===== config.mk =====
export PLATFORM = sky130hd
export DESIGN_NAME = twin_rate_divider
export DESIGN_NICKNAME = d
export VERILOG_FILES = /design/src/rtl/twin_rate_pkg.sv /design/src/rtl/tr_phase_ctr.sv /design/src/rtl/tr_prescaler.sv /design/src/rtl/tr_main_path.sv /design/src/rtl/twin_rate_divider.sv
export SDC_FILE = /design/constraint.sdc
export NUM_CORES = 1
export LEC_CHECK = 0
export ABC_AREA = 1
export BUFFER_PORTS_ARGS = -buffer_cell sky130_fd_sc_hd__buf_4
export CAP_MARGIN = 25
export CORE_ASPECT_RATIO = 1.25
export CORE_MARGIN = 2
export CORE_UTILIZATION = 45
export CTS_CLUSTER_DIAMETER = 200
export CTS_CLUSTER_SIZE = 25
export DETAILED_ROUTE_END_ITERATION = 10
export PLACE_DENSITY_LB_ADDON = 0.25
export SYNTH_ARGS = -nofsm -noshare
export SYNTH_HDL_FRONTEND = slang
export SYNTH_SLANG_ARGS = --single-unit
export TNS_END_PERCENT = 30

===== constraint.sdc =====
create_clock -name clk -period 2.85 [get_ports clk]
set_input_delay 0.1425 -clock clk [delete_from_list [all_inputs] [get_ports clk]]
set_output_delay 0.1425 -clock clk [all_outputs]
set_load 0.005 [all_outputs]

===== src/rtl/twin_rate_pkg.sv =====
`timescale 1ns/1ps
package twin_rate_pkg;

   // One output stream: a single-cycle enable and the level waveform.
   typedef struct packed {
      logic tick;
      logic wave;
   } tr_phase_t;

endpackage


===== src/rtl/tr_phase_ctr.sv =====
`timescale 1ns/1ps
module tr_phase_ctr
   import twin_rate_pkg::*;
#(
   parameter int CW = 4
) (
   input  logic          clk,
   input  logic          rst_n,
   input  logic          adv,
   input  logic          restart,
   input  logic [CW-1:0] ratio,
   output tr_phase_t     ph
);

   localparam logic [CW-1:0] ONE = CW'(1);

   if (CW < 2) begin : g_bad_cw
      $error("tr_phase_ctr: CW must be at least 2");
   end

   logic [CW-1:0] cnt_q;
   logic [CW-1:0] cur_q;
   logic [CW-1:0] hi_cur;
   logic          wrap;

   always_comb begin
      hi_cur = (cur_q <= ONE) ? ONE : (cur_q >> 1);
      wrap   = restart || (cnt_q == cur_q - ONE);
   end

   always_ff @(posedge clk or negedge rst_n) begin
      if (!rst_n) begin
         cnt_q <= '0;
         cur_q <= ONE;
         ph    <= '0;
      end else if (adv) begin
         if (wrap) begin
            cnt_q   <= '0;
            cur_q   <= (ratio == '0) ? ONE : ratio;
            ph.tick <= 1'b1;
            ph.wave <= 1'b1;
         end else begin
            cnt_q   <= cnt_q + ONE;
            ph.tick <= 1'b0;
            ph.wave <= (cnt_q + ONE) < hi_cur;
         end
      end else begin
         ph.tick <= 1'b0;
      end
   end

   // the count never leaves the active ratio
   p_cnt_in_range_r7: assert property (@(posedge clk) disable iff (!rst_n)
      cnt_q < cur_q);

   // the active ratio is replaced only at a wrap, marked by the tick
   p_reload_at_wrap_r7: assert property (@(posedge clk) disable iff (!rst_n)
      !$stable(cur_q) |-> ph.tick);

   // a tick opens the high phase
   p_tick_opens_high_r6: assert property (@(posedge clk) disable iff (!rst_n)
      ph.tick |-> ph.wave);

   // a tick only follows an advance of the input stream
   p_tick_needs_adv_r6: assert property (@(posedge clk) disable iff (!rst_n)
      ph.tick |-> $past(adv));

endmodule


===== src/rtl/tr_prescaler.sv =====
`timescale 1ns/1ps
module tr_prescaler
   import twin_rate_pkg::*;
#(
   parameter int PRE_W = 2
) (
   input  logic             clk,
   input  logic             rst_n,
   input  logic [PRE_W-1:0] code,
   input  logic             use_pre,
   output tr_phase_t        ph
);

   // Largest ratio is 2**(2**PRE_W - 1), which needs 2**PRE_W bits.
   localparam int CW = 1 << PRE_W;

   if (PRE_W < 1 || PRE_W > 3) begin : g_bad_pre
      $error("tr_prescaler: PRE_W must lie in 1..3");
   end

   logic [CW-1:0] ratio;

   always_comb begin
      ratio = use_pre ? (CW'(1) << code) : CW'(1);
   end

   tr_phase_ctr #(.CW(CW)) u_ctr (
      .clk     (clk),
      .rst_n   (rst_n),
      .adv     (1'b1),
      .restart (1'b0),
      .ratio   (ratio),
      .ph      (ph)
   );

endmodule


===== src/rtl/tr_main_path.sv =====
`timescale 1ns/1ps
module tr_main_path
   import twin_rate_pkg::*;
#(
   parameter int PRE_W = 2,
   parameter int DIV_W = 10
) (
   input  logic             clk,
   input  logic             rst_n,
   input  logic [PRE_W-1:0] code,
   input  logic [DIV_W-1:0] div_code,
   input  logic             bypass,
   output tr_phase_t        ph
);

   localparam int DCW = DIV_W + 1;

   if (DIV_W < 2 || DIV_W > 16) begin : g_bad_div
      $error("tr_main_path: DIV_W must lie in 2..16");
   end

   tr_phase_t      pre_ph;
   tr_phase_t      pre_d;
   tr_phase_t      div_ph;
   logic           byp_q;
   logic [DCW-1:0] div_ratio;

   always_comb begin
      div_ratio = {1'b0, div_code} + DCW'(2);
   end

   tr_prescaler #(.PRE_W(PRE_W)) u_pre (
      .clk     (clk),
      .rst_n   (rst_n),
      .code    (code),
      .use_pre (1'b1),
      .ph      (pre_ph)
   );

   // While bypassed the divider restarts on every prescaler tick, so both
   // sources sit at a period start whenever the selected one ticks.
   tr_phase_ctr #(.CW(DCW)) u_div (
      .clk     (clk),
      .rst_n   (rst_n),
      .adv     (pre_ph.tick),
      .restart (byp_q),
      .ratio   (div_ratio),
      .ph      (div_ph)
   );

   always_ff @(posedge clk or negedge rst_n) begin
      if (!rst_n) begin
         pre_d <= '0;
         byp_q <= 1'b0;
      end else begin
         pre_d <= pre_ph;
         if (ph.tick) byp_q <= bypass;
      end
   end

   assign ph = byp_q ? pre_d : div_ph;

   // the source switches only right after a main tick
   p_switch_at_tick_r8: assert property (@(posedge clk) disable iff (!rst_n)
      !$stable(byp_q) |-> $past(ph.tick));

endmodule


===== src/rtl/twin_rate_divider.sv =====
`timescale 1ns/1ps
module twin_rate_divider
   import twin_rate_pkg::*;
#(
   parameter int PRE_W = 2,
   parameter int DIV_W = 10
) (
   input  logic             clk,
   input  logic             rst_n,
   input  logic [PRE_W-1:0] ref_code,
   input  logic [PRE_W-1:0] main_code,
   input  logic [DIV_W-1:0] div_code,
   input  logic             div_bypass,
   input  logic             ref_use_pre,
   output logic             ref_tick,
   output logic             ref_wave,
   output logic             main_tick,
   output logic             main_wave
);

   tr_phase_t ref_ph;
   tr_phase_t main_ph;

   // Selecting the master rate is a ratio of 1 loaded at the next wrap,
   // so the reference select needs no separate glitch-free mux.
   tr_prescaler #(.PRE_W(PRE_W)) u_ref (
      .clk     (clk),
      .rst_n   (rst_n),
      .code    (ref_code),
      .use_pre (ref_use_pre),
      .ph      (ref_ph)
   );

   tr_main_path #(.PRE_W(PRE_W), .DIV_W(DIV_W)) u_main (
      .clk      (clk),
      .rst_n    (rst_n),
      .code     (main_code),
      .div_code (div_code),
      .bypass   (div_bypass),
      .ph       (main_ph)
   );

   assign ref_tick  = ref_ph.tick;
   assign ref_wave  = ref_ph.wave;
   assign main_tick = main_ph.tick;
   assign main_wave = main_ph.wave;

endmodule


Word-level counts from Yosys, hierarchy flattened
Index checks and enable logic that the tools add are counted.
{"block": "word_totals", "out_inout_bits": 4, "ff_bits": 47, "word_cells": 53, "inputBits": 18}
{"block": "op_classes", "magnitude_cmp": 6, "shifts": 2, "n_mux": 15, "n_addsub": 7, "reduce_logical": 5, "n_eq_ne": 3}
{"op": "two-way mux 11 bit", "n": 2}
{"op": "two-way mux 4 bit", "n": 5}
{"op": "adder 10 x 2 -> 11 bit, second input constant", "n": 1}
{"op": "adder 11 x 1 -> 11 bit, second input constant", "n": 1}
{"op": "== test 11 bit", "n": 1}
{"op": "less-or-equal comparator 11 x 1 -> 1 bit, second input constant", "n": 1}
{"op": "logical NOT 11 bit", "n": 1}
{"op": "< comparator 11 x 10 -> 1 bit", "n": 1}
{"op": "subtractor 11 x 1 -> 11 bit, second input constant", "n": 1}
{"op": "two-way mux 10 bit", "n": 1}
{"op": "adder 4 x 1 -> 4 bit, second input constant", "n": 2}
{"op": "== test 4 bit", "n": 2}
{"op": "less-or-equal comparator 4 x 1 -> 1 bit, second input constant", "n": 2}
{"op": "logical NOT 4 bit", "n": 2}
{"op": "two-way mux 2 bit", "n": 4}
{"op": "<< shifter 1 x 2 -> 4 bit, first input constant", "n": 2}
{"op": "subtractor 4 x 1 -> 4 bit, second input constant", "n": 2}
{"op": "two-way mux 3 bit", "n": 2}
{"op": "< comparator 4 x 3 -> 1 bit", "n": 1}
{"op": "< comparator 4 bit", "n": 1}
{"op": "AND reduction 2 bit", "n": 1}
{"op": "logical OR 1 bit", "n": 1}
{"op": "two-way mux 1 bit", "n": 1}

Depth between registers and ports, before layout
{"block": "depth", "depth_word": 5, "mapped_depth": 17, "mapped_depth_nobuf": 17}

By module
From an unflattened synthesis, not the netlist that was laid out.
{"block": "hier_totals", "hier_cells": 538, "area_unflattened_um2": 3565.9}
{"module": "tr_phase_ctr at u_main.u_div", "seq_area_each_um2": 601.8, "area_per_inst_um2": 1850.5, "cells_per_inst": 277, "instances": 1}
{"module": "tr_phase_ctr at u_main.u_pre.u_ctr ...", "seq_area_each_um2": 251.5, "area_per_inst_um2": 674.4, "cells_per_inst": 96, "instances": 2}
{"module": "tr_main_path", "seq_area_each_um2": 75.1, "area_per_inst_um2": 296.5, "cells_per_inst": 51, "instances": 1}
{"module": "tr_prescaler", "seq_area_each_um2": 0.0, "area_per_inst_um2": 35.0, "cells_per_inst": 9, "instances": 2}

Worst setup path before layout
Ideal clock, no wire load.
{"block": "synth_path", "kind": "reg2reg", "from": "register u_main.u_div.cnt_q[0]", "to": "register u_main.u_div.ph[0] (netlist name)", "t_arrival_ps": 2060, "synth_period_minus_slack_ps": 2129, "n_path_buf": 0, "required_time_ps": 2782, "path_stages_with_launch": 18, "slack_ps": 721, "setup_time_ps": 68, "cell_sequence": "dfrtp_1 > ha_1 > nand2_1 > nor2_1 > nand2_1 > nor2_1 > xor2_1 > ha_1 > nand2_1 > inv_1 > nor2_1 > o21a_1 > nor2_1 > nor2_1 > o21ai_0 > nor2_1 > nand2_1 > nand3_1"}
{"block": "synth_between", "elab_chain_cells": 3, "word_cells_on_any_way": 5, "classes_between": "add/sub: 1; order compare: 1; eq/ne: 1; mux: 1; reduce/logical: 1"}
{"element": "from (decl)", "line_no": "tr_phase_ctr.sv:21", "rtl": "logic [CW-1:0] cnt_q;"}
{"element": "from (signal assigned)", "line_no": "tr_phase_ctr.sv:43", "rtl": "cnt_q <= cnt_q + ONE;"}
{"element": "adder 11 x 1 -> 11 bit / == test 11 bit (equally long branches)", "line_no": "tr_phase_ctr.sv:45, tr_phase_ctr.sv:28"}
{"element": "< comparator 11 x 10 -> 1 bit / logical OR 1 bit (equally long branches)", "line_no": "tr_phase_ctr.sv:45, tr_phase_ctr.sv:28"}
{"element": "two-way mux 2 bit (*)", "line_no": "tr_phase_ctr.sv:37", "rtl": "if (wrap) begin"}
{"element": "to (decl)", "line_no": "tr_phase_ctr.sv:12", "rtl": "output tr_phase_t ph"}
Mark *: on every way between the ends. The rest lies on a longest branch, timed or not.
A chain may end at the register's enable or synchronous reset.

Final worst setup path
Same ends and word-level chain as after synthesis.

==> summary.md <==
| Metric | Value |
|---|---|
| Number of remaining DRC errors | `0` |
| Unrepaired setup endpoints after global routing | `no` |
| Number of nets in the layout | `513` |
| Maximum buffer depth of the clock tree | `2` |
| Number of antenna violations at the first check in global routing | `0` |
| Flop and latch count out of synthesis | `47` |
| Number of setup violations in the final report | `0` |
| Worst-case vdd ir drop | `0.0004981 V` |
| Post-layout util | `51.76%` |
| Maximum fanout count along the critical path | `5` |
| Net count after synthesis | `493` |
| Number of standard cells in the final layout excluding fillers | `563` |
| Starting Density | `46.97%` |
| Layout cell share with drive strength beyond 1 | `9.725%` |
| TritonCTS clock tree | `yes` |
| DR iter-0 viols | `216` |
| Vias in the first global route | `2667` |
| Maximum number of pins on one net before global-route repair | `48` |
| WHS | `61.45 ps` |
| Metal2 WL | `3.216 mm` |
| GR Util All Layers | `17.93%` |
| CTS root buf | `sky130_fd_sc_hd__clkbuf_8` |
| Path type of the worst min-delay path | `in -> reg` |
| IO Pins | `22` |
| Remaining global-route overflow | `0` |
| Cell Count Post-Placement | `554` |
| Area added between synthesis and finish | `10.21%` |
| Number of buffers inserted for hold repair after clock tree synthesis | `1` |
| Overall power after layout | `2.409 mW` |
| Pre-Repair DR Iteration Count | `4` |
| Slew headroom | `61.06%` |
| Die Height | `99.70 µm` |
| DR WL met3 | `197 µm` |
| Average vias per placed instance | `4.975` |
| Nature of the critical path endpoint | `register` |
| Worst clock skew on the final layout | `7.484 ps` |
| Share of the clock period used by the worst path | `87.40%` |
| Detailed placement HPWL | `5.032 mm` |
| # rows | `34` |
| Worst-Skew Late Latency | `300 ps` |
| Syn Std Cell Area | `0.003297 mm²` |
| Average detailed-routed wire length per instance | `11.61 µm` |
| Placed instance area | `0.003506 mm²` |
| Port Buffer Count | `21` |
| Worst Setup Slack, final | `359.2 ps` |
| H-tree Lvls | `2` |
| Max-Cap Viols | `0` |
| Number of sinks handled by clock tree synthesis | `47` |
| Synth Area per Inst | `7.294 µm²` |
| Commonest cells after routing, fill and taps aside | `sky130_fd_sc_hd__nand2_1 (112), sky130_fd_sc_hd__inv_1 (67), sky130_fd_sc_hd__nor2_1 (48)` |
| Element type at the critical path start | `register` |
| Vias after detailed routing | `2801` |
| Sum of routed wire length over all layers | `6.539 mm` |
| Resize count post-CTS | `0` |
| Die ar. | `0.008032 mm²` |
| Setup slack after placement | `401.0 ps` |
| Mapped Cells | `452` |
| PD cells | `662.9 mW/mm²` |
| Pins Over Slew Limit | `0` |
| Classification of the worst setup path | `reg -> reg` |
| Horiz. Die Dim | `80.56 µm` |
| Leading cell type in the layout, fill and taps excluded | `sky130_fd_sc_hd__nand2_1` |
| # diodes | `0` |
| Setup TNS Final | `0 ps` |
| Number of unique standard cell types used by synthesis | `27` |
| Arr. time, crit path | `2720 ps` |
| Final design instance area without fill | `0.003633 mm²` |
| Tmin final | `2491 ps` |
| Outcome | `finished, final reports clean` |
| Final antenna-violating net count | `0` |
| Proportion of synthesized chip area in sequential cells | `35.79%` |
| Placer's final routability congestion estimate | `0.8779` |
| Static leakage | `1.928 nW` |
| Area of the core | `0.007019 mm²` |
| CP Data Required Time | `3080 ps` |
| Top layer used by detailed routing | `met4` |
| Setup repair bufs after CTS | `0` |
| Met1 wire length | `2.988 mm` |
| Maximum clock rate | `0.4015 GHz` |
| Yosys warning count | `0` |
| Number of hold-slack violations in the final timing report | `0` |
| Clock transition at path regs | `90 ps` |
| Worst-Margin Slew | `584.2 ps` |
| First-pass GRT wire length | `11.53 mm` |
| CTS Buf Count | `5` |
-- report_power, final --
| group | internal [mW] | switching [mW] | total, mW |
|---|---|---|---|
| logic | 0.422 | 0.509 | 0.931 |
| clock network | 0.284 | 0.224 | 0.508 |
| registers | 0.834 | 0.135 | 0.969 |
-- final timing paths --
kind                                          startpoint               endpoint  slack [ps]  cells after the start
worst min-delay path                          div_bypass           u_main.byp_q          60                      3
max in group asynchronous                          rst_n      u_ref.u_ctr.ph[1]        2070                      2
worst max-delay path               u_main.u_div.cnt_q[0]     u_main.u_div.ph[0]         360                     17
worst min register to register  u_main.u_pre.u_ctr.ph[0]        u_main.pre_d[0]         350                      0
worst max register to register     u_main.u_div.cnt_q[0]     u_main.u_div.ph[0]         360                     17
min in group asynchronous                          rst_n  u_main.u_div.cur_q[3]         380                      2
-- registers in the layout, indices dropped and copies added (netlist names) --
name	flops
u_main.byp_q	1
u_main.pre_d	2
u_main.u_div.cnt_q	11
u_main.u_div.cur_q	11
u_main.u_div.ph	2
u_main.u_pre.u_ctr.cnt_q	4
u_main.u_pre.u_ctr.cur_q	4
u_main.u_pre.u_ctr.ph	2
u_ref.u_ctr.cnt_q	4
u_ref.u_ctr.cur_q	4
u_ref.u_ctr.ph	2
-- Yosys cell counts --
library cell / count / area, µm²
sky130_fd_sc_hd__xor2_1: 16 / 140.1
sky130_fd_sc_hd__nand2_2: 1 / 6.260
sky130_fd_sc_hd__ha_1: 23 / 287.8
sky130_fd_sc_hd__clkbuf_1: 5 / 18.77
sky130_fd_sc_hd__o22ai_1: 8 / 50.05
sky130_fd_sc_hd__xnor2_1: 14 / 122.6
sky130_fd_sc_hd__dfrtp_1: 44 / 1101
sky130_fd_sc_hd__nand3_1: 45 / 225.2
sky130_fd_sc_hd__nand4_1: 9 / 56.30
sky130_fd_sc_hd__nand2_1: 112 / 420.4
sky130_fd_sc_hd__o21bai_1: 2 / 15.01
sky130_fd_sc_hd__nand3_2: 1 / 10.01
sky130_fd_sc_hd__or2_0: 1 / 6.260
sky130_fd_sc_hd__o21a_1: 2 / 15.01
sky130_fd_sc_hd__dfstp_2: 3 / 78.83
sky130_fd_sc_hd__o31ai_1: 2 / 15.01
sky130_fd_sc_hd__nor2_2: 3 / 18.77
sky130_fd_sc_hd__inv_1: 67 / 251.5
sky130_fd_sc_hd__a211oi_1: 1 / 7.510
sky130_fd_sc_hd__buf_2: 1 / 5.000
sky130_fd_sc_hd__o21ai_0: 19 / 95.09
sky130_fd_sc_hd__nand2_4: 2 / 22.52
sky130_fd_sc_hd__or2_2: 6 / 37.54
sky130_fd_sc_hd__nor2_1: 48 / 180.2
sky130_fd_sc_hd__buf_6: 4 / 45.04
sky130_fd_sc_hd__a21oi_1: 7 / 35.03
sky130_fd_sc_hd__nor3_1: 6 / 30.03
-- critical path, cell delays in order, from the launching register on --
cell and delay, ps:
sky130_fd_sc_hd__dfrtp_1 430, sky130_fd_sc_hd__ha_1 210, sky130_fd_sc_hd__nand2_1 70, sky130_fd_sc_hd__nor2_1 160
sky130_fd_sc_hd__nand2_1 80, sky130_fd_sc_hd__nor2_1 220, sky130_fd_sc_hd__xor2_1 240, sky130_fd_sc_hd__ha_1 280
sky130_fd_sc_hd__nand2_1 60, sky130_fd_sc_hd__inv_1 40, sky130_fd_sc_hd__nor2_1 70, sky130_fd_sc_hd__o21a_1 120
sky130_fd_sc_hd__nor2_1 40, sky130_fd_sc_hd__nor2_1 70, sky130_fd_sc_hd__o21ai_0 80, sky130_fd_sc_hd__nor2_1 110
sky130_fd_sc_hd__nand2_1 70, sky130_fd_sc_hd__nand3_1 80
-- final cells by class --
type | count | area [µm²]
Clock buffer | 6 | 82.58
Tap cell | 90 | 112.6
Timing Repair Buffer | 23 | 175.2
Multi-Input combinational cell | 328 | 1797
Sequential cell | 47 | 1180
Inverter | 67 | 251.5
Clock inverter | 2 | 35.03
Fill cell | 683 | 3386
-- cells by family after synthesis --
group,synth area share (%)
AND/OR/NAND/NOR,30.74
buffers and inverters,9.715
XOR/XNOR,7.970
AO/OA/AOI/OAI,7.058
flip-flops,35.79
adder cells (fa/ha/maj),8.729
-- metal layers --
layer	global-route usage, %	vias to the layer above
li1	-	1473
met1	22.59	1268
met2	31.03	47
met3	2.813	13
met4	5.997	0
met5	0	-
Note: power is estimated with default switching activity, not from simulation.
